**src/rtl/pfx_pkg.sv**
```systemverilog
package pfx_pkg;

    localparam int NFLAG = 12;
    localparam int NGRP  = 5;
    localparam int GW    = $clog2(NGRP);

    typedef enum logic [GW-1:0] {
        GRP_LOREP = 3'd0,
        GRP_SEG   = 3'd1,
        GRP_OPSZ  = 3'd2,
        GRP_ADSZ  = 3'd3,
        GRP_REX   = 3'd4
    } grp_e;

    typedef struct packed {
        logic             is_pfx;
        grp_e             grp;
        logic [NFLAG-1:0] flag;
    } cls_t;

    // Flag vector bits covered by one group.
    function automatic logic [NFLAG-1:0] grp_mask(input int g);
        case (g)
            0:       return 12'h007;
            1:       return 12'h1F8;
            2:       return 12'h200;
            3:       return 12'h400;
            default: return 12'h800;
        endcase
    endfunction

    function automatic cls_t classify(input logic [7:0] b, input logic m64);
        cls_t c;
        c.is_pfx = 1'b1;
        c.grp    = GRP_LOREP;
        c.flag   = '0;
        case (b)
            8'hF0: c.flag[0] = 1'b1;
            8'hF2: c.flag[1] = 1'b1;
            8'hF3: c.flag[2] = 1'b1;
            8'h2E: begin c.grp = GRP_SEG; c.flag[3] = 1'b1; end
            8'h36: begin c.grp = GRP_SEG; c.flag[4] = 1'b1; end
            8'h3E: begin c.grp = GRP_SEG; c.flag[5] = 1'b1; end
            8'h26: begin c.grp = GRP_SEG; c.flag[6] = 1'b1; end
            8'h64: begin c.grp = GRP_SEG; c.flag[7] = 1'b1; end
            8'h65: begin c.grp = GRP_SEG; c.flag[8] = 1'b1; end
            8'h66: begin c.grp = GRP_OPSZ; c.flag[9] = 1'b1; end
            8'h67: begin c.grp = GRP_ADSZ; c.flag[10] = 1'b1; end
            default: begin
                if (m64 && b[7:4] == 4'h4) begin
                    c.grp      = GRP_REX;
                    c.flag[11] = 1'b1;
                end else begin
                    c.is_pfx = 1'b0;
                end
            end
        endcase
        return c;
    endfunction

endpackage

```
**src/rtl/pfx_classify.sv**
```systemverilog
module pfx_classify
    import pfx_pkg::*;
(
    input  logic [7:0] byte_i,
    input  logic       mode64_i,
    output cls_t       cls_o
);
    always_comb cls_o = classify(byte_i, mode64_i);
endmodule

```
**src/rtl/pfx_group_track.sv**
```systemverilog
module pfx_group_track
    import pfx_pkg::*;
#(
    parameter int MASKW = 15,
    parameter int POSW  = 4
) (
    input  logic             clk,
    input  logic             rst,
    input  logic             clear_i,
    input  logic             hit_i,
    input  grp_e             grp_i,
    input  logic [POSW-1:0]  pos_i,
    input  logic             fin_i,
    input  logic [NGRP-1:0]  grp_diff_i,
    output logic [MASKW-1:0] mark_o
);
    localparam logic [POSW-1:0] NONE = '1;

    logic [POSW-1:0] pos_q [NGRP];

    for (genvar g = 0; g < NGRP; g++) begin : g_grp
        always_ff @(posedge clk) begin
            if (rst || clear_i)
                pos_q[g] <= NONE;
            else if (hit_i && grp_i == grp_e'(g))
                pos_q[g] <= pos_i;
        end
    end

    // Bits to add to the unused mask: displaced copies and finalised groups.
    always_comb begin
        mark_o = '0;
        for (int g = 0; g < NGRP; g++) begin
            if (pos_q[g] != NONE &&
                ((hit_i && grp_i == grp_e'(g)) || (fin_i && grp_diff_i[g])))
                mark_o[pos_q[g]] = 1'b1;
        end
    end
endmodule

```
**src/rtl/pfx_scanner.sv**
```systemverilog
module pfx_scanner
    import pfx_pkg::*;
#(
    parameter int MAX_LEN = 15,
    parameter int POSW    = $clog2(MAX_LEN + 1)
) (
    input  logic               clk,
    input  logic               rst,
    input  logic               mode64,
    input  logic               in_valid,
    input  logic [7:0]         in_byte,
    output logic               in_ready,
    input  logic               fin_valid,
    input  logic [NFLAG-1:0]   fin_used,
    input  logic               next_inst,
    output logic               done,
    output logic               len_err,
    output logic [NFLAG-1:0]   pfx_flags,
    output logic [3:0]         rex_ext,
    output logic [POSW-1:0]    op_off,
    output logic [MAX_LEN-1:0] unused_mask
);
    typedef enum logic {ST_SCAN, ST_DONE} st_e;

    localparam logic [POSW-1:0] LAST_SLOT = POSW'(MAX_LEN - 1);
    localparam logic [POSW-1:0] LIMIT_OFF = POSW'(MAX_LEN);

    st_e               st_q;
    logic [POSW-1:0]   idx_q;
    cls_t              cls;
    logic              acc, hit, fin_en, clear;
    logic [NFLAG-1:0]  diff;
    logic [NGRP-1:0]   grp_diff;
    logic [MAX_LEN-1:0] mark;

    pfx_classify u_cls (
        .byte_i  (in_byte),
        .mode64_i(mode64),
        .cls_o   (cls)
    );

    assign acc    = in_valid && st_q == ST_SCAN;
    assign hit    = acc && cls.is_pfx;
    assign fin_en = fin_valid && st_q == ST_DONE;
    assign clear  = next_inst && st_q == ST_DONE;
    assign diff   = pfx_flags ^ fin_used;

    always_comb begin
        for (int g = 0; g < NGRP; g++)
            grp_diff[g] = |(diff & grp_mask(g));
    end

    pfx_group_track #(.MASKW(MAX_LEN), .POSW(POSW)) u_trk (
        .clk       (clk),
        .rst       (rst),
        .clear_i   (clear),
        .hit_i     (hit),
        .grp_i     (cls.grp),
        .pos_i     (idx_q),
        .fin_i     (fin_en),
        .grp_diff_i(grp_diff),
        .mark_o    (mark)
    );

    always_ff @(posedge clk) begin
        if (rst || clear) begin
            st_q        <= ST_SCAN;
            idx_q       <= '0;
            len_err     <= 1'b0;
            pfx_flags   <= '0;
            rex_ext     <= '0;
            op_off      <= '0;
            unused_mask <= '0;
        end else begin
            unused_mask <= unused_mask | mark;
            if (acc) begin
                if (cls.is_pfx) begin
                    pfx_flags <= pfx_flags | cls.flag;
                    if (cls.grp == GRP_REX) rex_ext <= in_byte[3:0];
                    idx_q <= idx_q + 1'b1;
                    if (idx_q == LAST_SLOT) begin
                        st_q    <= ST_DONE;
                        len_err <= 1'b1;
                        op_off  <= LIMIT_OFF;
                    end
                end else begin
                    st_q   <= ST_DONE;
                    op_off <= idx_q;
                end
            end
        end
    end

    assign in_ready = st_q == ST_SCAN;
    assign done     = st_q == ST_DONE;
endmodule

```
**config.mk**
```make
export PLATFORM = sky130hd
export DESIGN_NAME = pfx_scanner
export DESIGN_NICKNAME = d
export VERILOG_FILES = /design/src/rtl/pfx_pkg.sv /design/src/rtl/pfx_classify.sv /design/src/rtl/pfx_group_track.sv /design/src/rtl/pfx_scanner.sv
export SDC_FILE = /design/constraint.sdc
export NUM_CORES = 1
export LEC_CHECK = 0
export BUFFER_PORTS_ARGS = -buffer_cell sky130_fd_sc_hd__buf_2
export CORE_ASPECT_RATIO = 0.9
export CORE_MARGIN = 2
export CORE_UTILIZATION = 56
export CTS_CLUSTER_SIZE = 20
export DETAILED_ROUTE_END_ITERATION = 7
export GPL_ROUTABILITY_DRIVEN = 0
export HOLD_SLACK_MARGIN = 0.08
export PLACE_DENSITY = 0.78
export SKIP_CTS_REPAIR_TIMING = 1
export SLEW_MARGIN = 20
export SYNTH_ARGS = -nofsm -noshare
export SYNTH_HDL_FRONTEND = slang
export SYNTH_SLANG_ARGS = --single-unit
```
**constraint.sdc**
```tcl
create_clock -name clk -period 3.03 [get_ports clk]
set_input_delay 0.606 -clock clk [delete_from_list [all_inputs] [get_ports clk]]
set_output_delay 0.606 -clock clk [all_outputs]
set_load 0.005 [all_outputs]
```
== Yosys cells after proc, flatten, opt, wreduce, memory -nomap -nowiden ==
Memories as Yosys holds them, arrays and structs flattened.
Cells that the tools add are included.

* $add $sub $neg: 1
* $lt $le $gt $ge: 10
* Eq/ne operators: 23
* Multiplexer cells: 57
* Bitwise logic cells: 13
* Reduce and logical (&&, ||, !) cells: 41

{| class="wikitable"
|+ Operator list
! operator !! number
|-
| 15-bit two-way mux || 5
|-
| 15-bit OR || 5
|-
| 1-bit two-way mux || 38
|-
| 8-bit by 6-bit == test with 1-bit output, second input constant || 4
|-
| 8-bit by 7-bit == test with 1-bit output, second input constant || 4
|-
| 4-bit two-way mux || 8
|-
| 1-bit logical AND || 25
|-
| 4-bit by 5-bit < comparator with 1-bit output, second input constant || 5
|-
| 8-bit == test, second input constant || 3
|-
| 1-bit demux with 4-bit select || 5
|-
| 4-bit by 1-bit greater-or-equal comparator with 1-bit output, second input constant || 5
|-
| 4-bit inequality test, second input constant || 5
|-
| 12-bit OR || 1
|-
| 3-bit one-hot mux with 4 select lines || 1
|-
| 6-bit OR reduction || 2
|-
| 12-bit XOR || 1
|-
| 11-bit OR reduction || 1
|-
| 3-bit by 2-bit == test with 1-bit output, second input constant || 2
|-
| 1-bit logical OR || 6
|-
| 3-bit AND reduction || 2
|-
| 3-bit OR reduction || 2
|-
| 1-bit OR || 5
|-
| 4-bit by 1-bit adder with 4-bit output, second input constant || 1
|-
| 4-bit by 3-bit == test with 1-bit output, second input constant || 1
|-
| 7 further kinds || 8
|}

* Register bits: 41
* Memory bits (writable): 20
* Word-level logic and storage cells: 153
* Memories kept: 1

{| class="wikitable"
|+ Memories
! name !! words !! width !! rd ports !! clocked after memory_dff !! write ports !! line !! RTL
|-
| u_trk.pos_q || 5 || 4 || 5 || 0 || 5 || pfx_group_track.sv:19 || <nowiki>logic [POSW-1:0] pos_q [NGRP];</nowiki>
|}

== Logic depth before layout (Yosys ltp) ==
* Word-level depth: 18
* Mapped depth: 8

== By module ==
Synthesis repeated with hierarchy kept, for this count alone.

* Cell total of the unflattened synthesis: 387
* Area, all modules: 3338.2 um^2

{| class="wikitable"
|+ By module, submodules not included
! module !! times used !! cells each !! area each (um^2) !! seq. area each (um^2)
|-
| pfx_group_track || 1 || 189 || 1605.3 || 600.6
|-
| pfx_scanner || 1 || 166 || 1536.5 || 820.8
|-
| pfx_classify || 1 || 32 || 196.4 || 0.0
|}

== Worst setup path after synthesis ==
No wires, ideal clock.

* Kind: input to register
* From: in in_byte[3]
* To: mem u_trk.pos_q[1][0], enable pin
* Setup time: 310 ps
* Arrival: 1986 ps
* Required time: 2720 ps
* Path slack: 734 ps
* Stages on the path: 5
* Buffers on the path: 1
* Cell sequence: or4b_4 or3_1 a21oi_2 buf_2 nand2b_1

{| class="wikitable"
|+ RTL lines
! what !! line !! RTL
|-
| start, declared || pfx_scanner.sv:11 || <nowiki>input logic [7:0] in_byte,</nowiki>
|-
| end, declared || pfx_group_track.sv:19 ||
|}

== Worst setup path after layout ==
* From: in in_byte[3]
* To: reg unused_mask[12]

* Word-level cells in the longest chain between the ends: 17

{| class="wikitable"
|+ Ends and longest elaborated chain
! what !! line !! RTL
|-
| 8-bit by 6-bit == test with 1-bit output, or another cell as far along || pfx_pkg.sv:37 || <nowiki>case (b)</nowiki>
|-
| 6-bit OR reduction (no line), or another cell as far along || -- ||
|-
| 3-bit one-hot mux with 4 select lines or 1-bit two-way mux (tied branches) || pfx_pkg.sv:37 ||
|-
| 3-bit zero test or 1-bit logical AND (tied branches) || pfx_group_track.sv:35, pfx_scanner.sv:43 ||
|-
| 1-bit logical AND || pfx_group_track.sv:35 || <nowiki>((hit_i && grp_i == grp_e'(g)) || (fin_i && grp_diff_i[g])))</nowiki>
|-
| 1-bit logical OR || pfx_group_track.sv:35 ||
|-
| 1-bit logical AND || pfx_group_track.sv:34 || <nowiki>if (pos_q[g] != NONE &&</nowiki>
|-
| 15-bit two-way mux || pfx_group_track.sv:34 ||
|-
| 15-bit OR (no line) || -- ||
|-
| 15-bit two-way mux || pfx_group_track.sv:34 ||
|-
| 15-bit OR (no line) || -- ||
|-
| 15-bit two-way mux || pfx_group_track.sv:34 ||
|-
| 15-bit OR (no line) || -- ||
|-
| 15-bit two-way mux || pfx_group_track.sv:34 ||
|-
| 15-bit OR (no line) || -- ||
|-
| 15-bit two-way mux * || pfx_group_track.sv:34 ||
|-
| 15-bit OR * || pfx_scanner.sv:75 || <nowiki>unused_mask <= unused_mask | mark;</nowiki>
|-
| end signal, assigned || pfx_scanner.sv:75 ||
|-
| end, declared || pfx_scanner.sv:21 || <nowiki>output logic [MAX_LEN-1:0] unused_mask</nowiki>
|}

Every way passes the cells marked *; elsewhere a longest branch is shown, timed or not.
A chain may end at the register's enable or synchronous reset.

==> results.toml <==
[final_layout]
drive_gt1_frac = 0.207
num_antenna_cells = 0
area_growth_pct = 17.0
mostFrequentLayoutCells = "buf_2 (63), nor2_1 (55), nand2_1 (42), dfxtp_1 (41)"
instances_no_fill = 565
final_common_cell = "buf_2"
final_nets = 501

[power_and_ir_drop]
p_leak_nw = 1.44
netSwitchingPower_w = 0.000462
p_per_area_nw_per_um2 = 423
combPwrFrac = 0.088
sw_frac_of_total = 0.265
p_clk_frac = 0.418
peakVddDrop_v = 0.000277
intPower_w = 0.00128
seq_power_share = 0.494

[routing]
vias_per_cell = 6.45
wirelength_mm = 10.5
drt_iter0_drc = 459
drcViolationCount = 0
firstDrtPassIters = 6
wire_per_inst_um = 18.7
num_vias = 3647
drtAntennaViolNets = 0

[floorplan]
io_pins = 64
num_rows = 27
start_util = 0.576
die_w_um = 87.6
core_um2 = 6110
die-area_um2 = 6950
die_y_um = 79.3

[worst_setup_path]
crit_path_start_kind = "input port"
endpoint_kind = "register"
critPathRequiredTime_ps = 3300
worstPathArrival_ps = 2670
critPathMaxFanout = 12
setup.worst_path.class = "in -> reg"

[status]
outcome = "finished, final reports clean"

[clocking]
clock-sinks = 61
clkTransAtPathRegs_ps = 70
htreeDepth = 3
cts_buffers = 9
cts_buffer_depth = 2
clock_latency_ps = 350
cts_tree = "built"
root_buffer = "clkbuf_8"

[global_route]
grt_pass1_vias = 3332
grtUsageTotal = 0.320
grt_max_degree = 40
gr-total-overflow = 0
antenna_found_initial = 0
grt_pass1_wl_mm = 17.0

[synthesis]
yosysTopAreaCell = "dfxtp_1"
ys.flop_type = "dfxtp_1"
ys_ff_latch = 61
synth.top_cell.area_share = 0.233
synth_area_leaders = "dfxtp_1 (23%), edfxtp_1 (17%), nor2_1 (5.9%)"
synth-seq-area-share = 0.403
synth-async-reset-ratio = 0
synth_cells = 412
syn_area_per_cell_um2 = 8.55
syn_area_um2 = 3520
synth_edf_count = 20
yosys_warnings = 0
synth_fp_nets = 440
synth_cell_types = 56

[place]
detailed_place_hpwl_mm = 7.83
dp.cells = 549
portBuffers = 63
place_ws_ps = 297

[job]
drv_cap = 0

[sta]
finalHoldViolCount = 0
grt_setup_unrepaired = "no"
period_needed_ps = 2400
tightest_slew_ps = 818
fin_skew_ps = 10.5
whs_ps = 487
period_share = 0.792
max_slew_margin = 0.453
fmax_ghz = 0.417
setup_violations = 0
slew_violations = 0
setup_slack_ps = 631
finalSetupTns_ps = 0

[hold_path]
min_path_type = "reg -> reg"
-- kinds of logic (layout without fill, tap and decap cells) --
family / count (synthesis) / count (layout) / share of synthesized area
buf+inv: 29 / 95 / 0.0334
xor+xnor: 14 / 14 / 0.0348
flops: 61 / 61 / 0.403
fa+ha+maj: 2 / 2 / 0.00710
compound gates: 103 / 103 / 0.222
mux: 4 / 4 / 0.0114
simple gates: 199 / 199 / 0.288
-- path summary, 6_finish.rpt --
path	start	to	slack, ps	depth (start not counted)
worst max-delay path	in_byte[3]	unused_mask[12]	630	7
worst min-delay path	rex_ext[3]	rex_ext[3]	490	2
worst max register to register	done	unused_mask[3]	680	5
worst min register to register	rex_ext[3]	rex_ext[3]	490	2
-- sequential cells by signal, summed over array words and instances (netlist names) --
signal       flops
op_off           4
done             1
rex_ext          4
pfx_flags       12
u_trk.pos_q     20
idx_q            4
len_err          1
unused_mask     15
-- worst max-delay path, cell delays in order --
cell	delay (ps)
buf_2	140
or4b_4	570
or3_1	340
a21oi_2	380
buf_4	260
o2111ai_1	140
a41oi_1	220
-- stage by stage --
step / utilization / instance area [um2] / total power [W]
finish: 0.674 / 4120 / 0.00175
global route: 0.674 / 4120 / 0.00181
CTS: 0.674 / 4120 / 0.00175
detailed placement: 0.642 / 3930 / 0.00103
global placement: 0.642 / 3930 / 0.00103
floorplan: - / 3520 / 0.000966
-- metal layers --
layer  wire length [um]  global-route usage
met4                345               0.112
met3               1150              0.0884
met2               4680               0.477
met1               4370               0.444
met5                  0                   0
-- synthesized netlist by cell type, types with 2 or more instances --
cell	count
o31ai_1	2
nor2b_1	18
nor3b_1	3
or2_2	2
nor3_1	11
o2111ai_1	8
nor4_1	7
a211o_1	3
buf_2	4
a211oi_1	14
o211ai_1	9
o32ai_1	2
a311oi_1	3
xor2_1	9
o21ai_0	3
inv_1	7
nand4_1	9
dfxtp_1	41
o211a_1	2
ha_1	2
nand3_1	20
edfxtp_1	20
and4b_1	2
nand2_1	42
a31oi_1	16
nand2b_1	11
o21a_1	2
and2_1	2
nand4b_1	3
mux2i_1	4
a21oi_1	13
or3_1	4
a22oi_1	2
a41oi_1	11
xnor2_1	5
nor2_1	55
clkbuf_1	17
o221a_2	4
a221o_1	3
-- area by class of cell --
type / count / area, um2
clock buffers: 9 / 124
clock inverters: 7 / 73.8
fillers: 513 / 1990
inverters: 7 / 26.3
multi-input cells: 322 / 1990
flip-flops and latches: 61 / 1420
well taps: 87 / 109
repair buffers: 72 / 383
-- power groups by stage --
stage                     Sequential (W)  Clock (W)  Combinational, W
after floorplan                 0.000876          0         0.0000894
after CTS                       0.000861   0.000738          0.000151
after global placement          0.000879          0          0.000146
after global routing            0.000863   0.000782          0.000167
final                           0.000861   0.000730          0.000154
after detailed placement        0.000880          0          0.000150
Note: power is estimated with default switching activity, not from simulation.
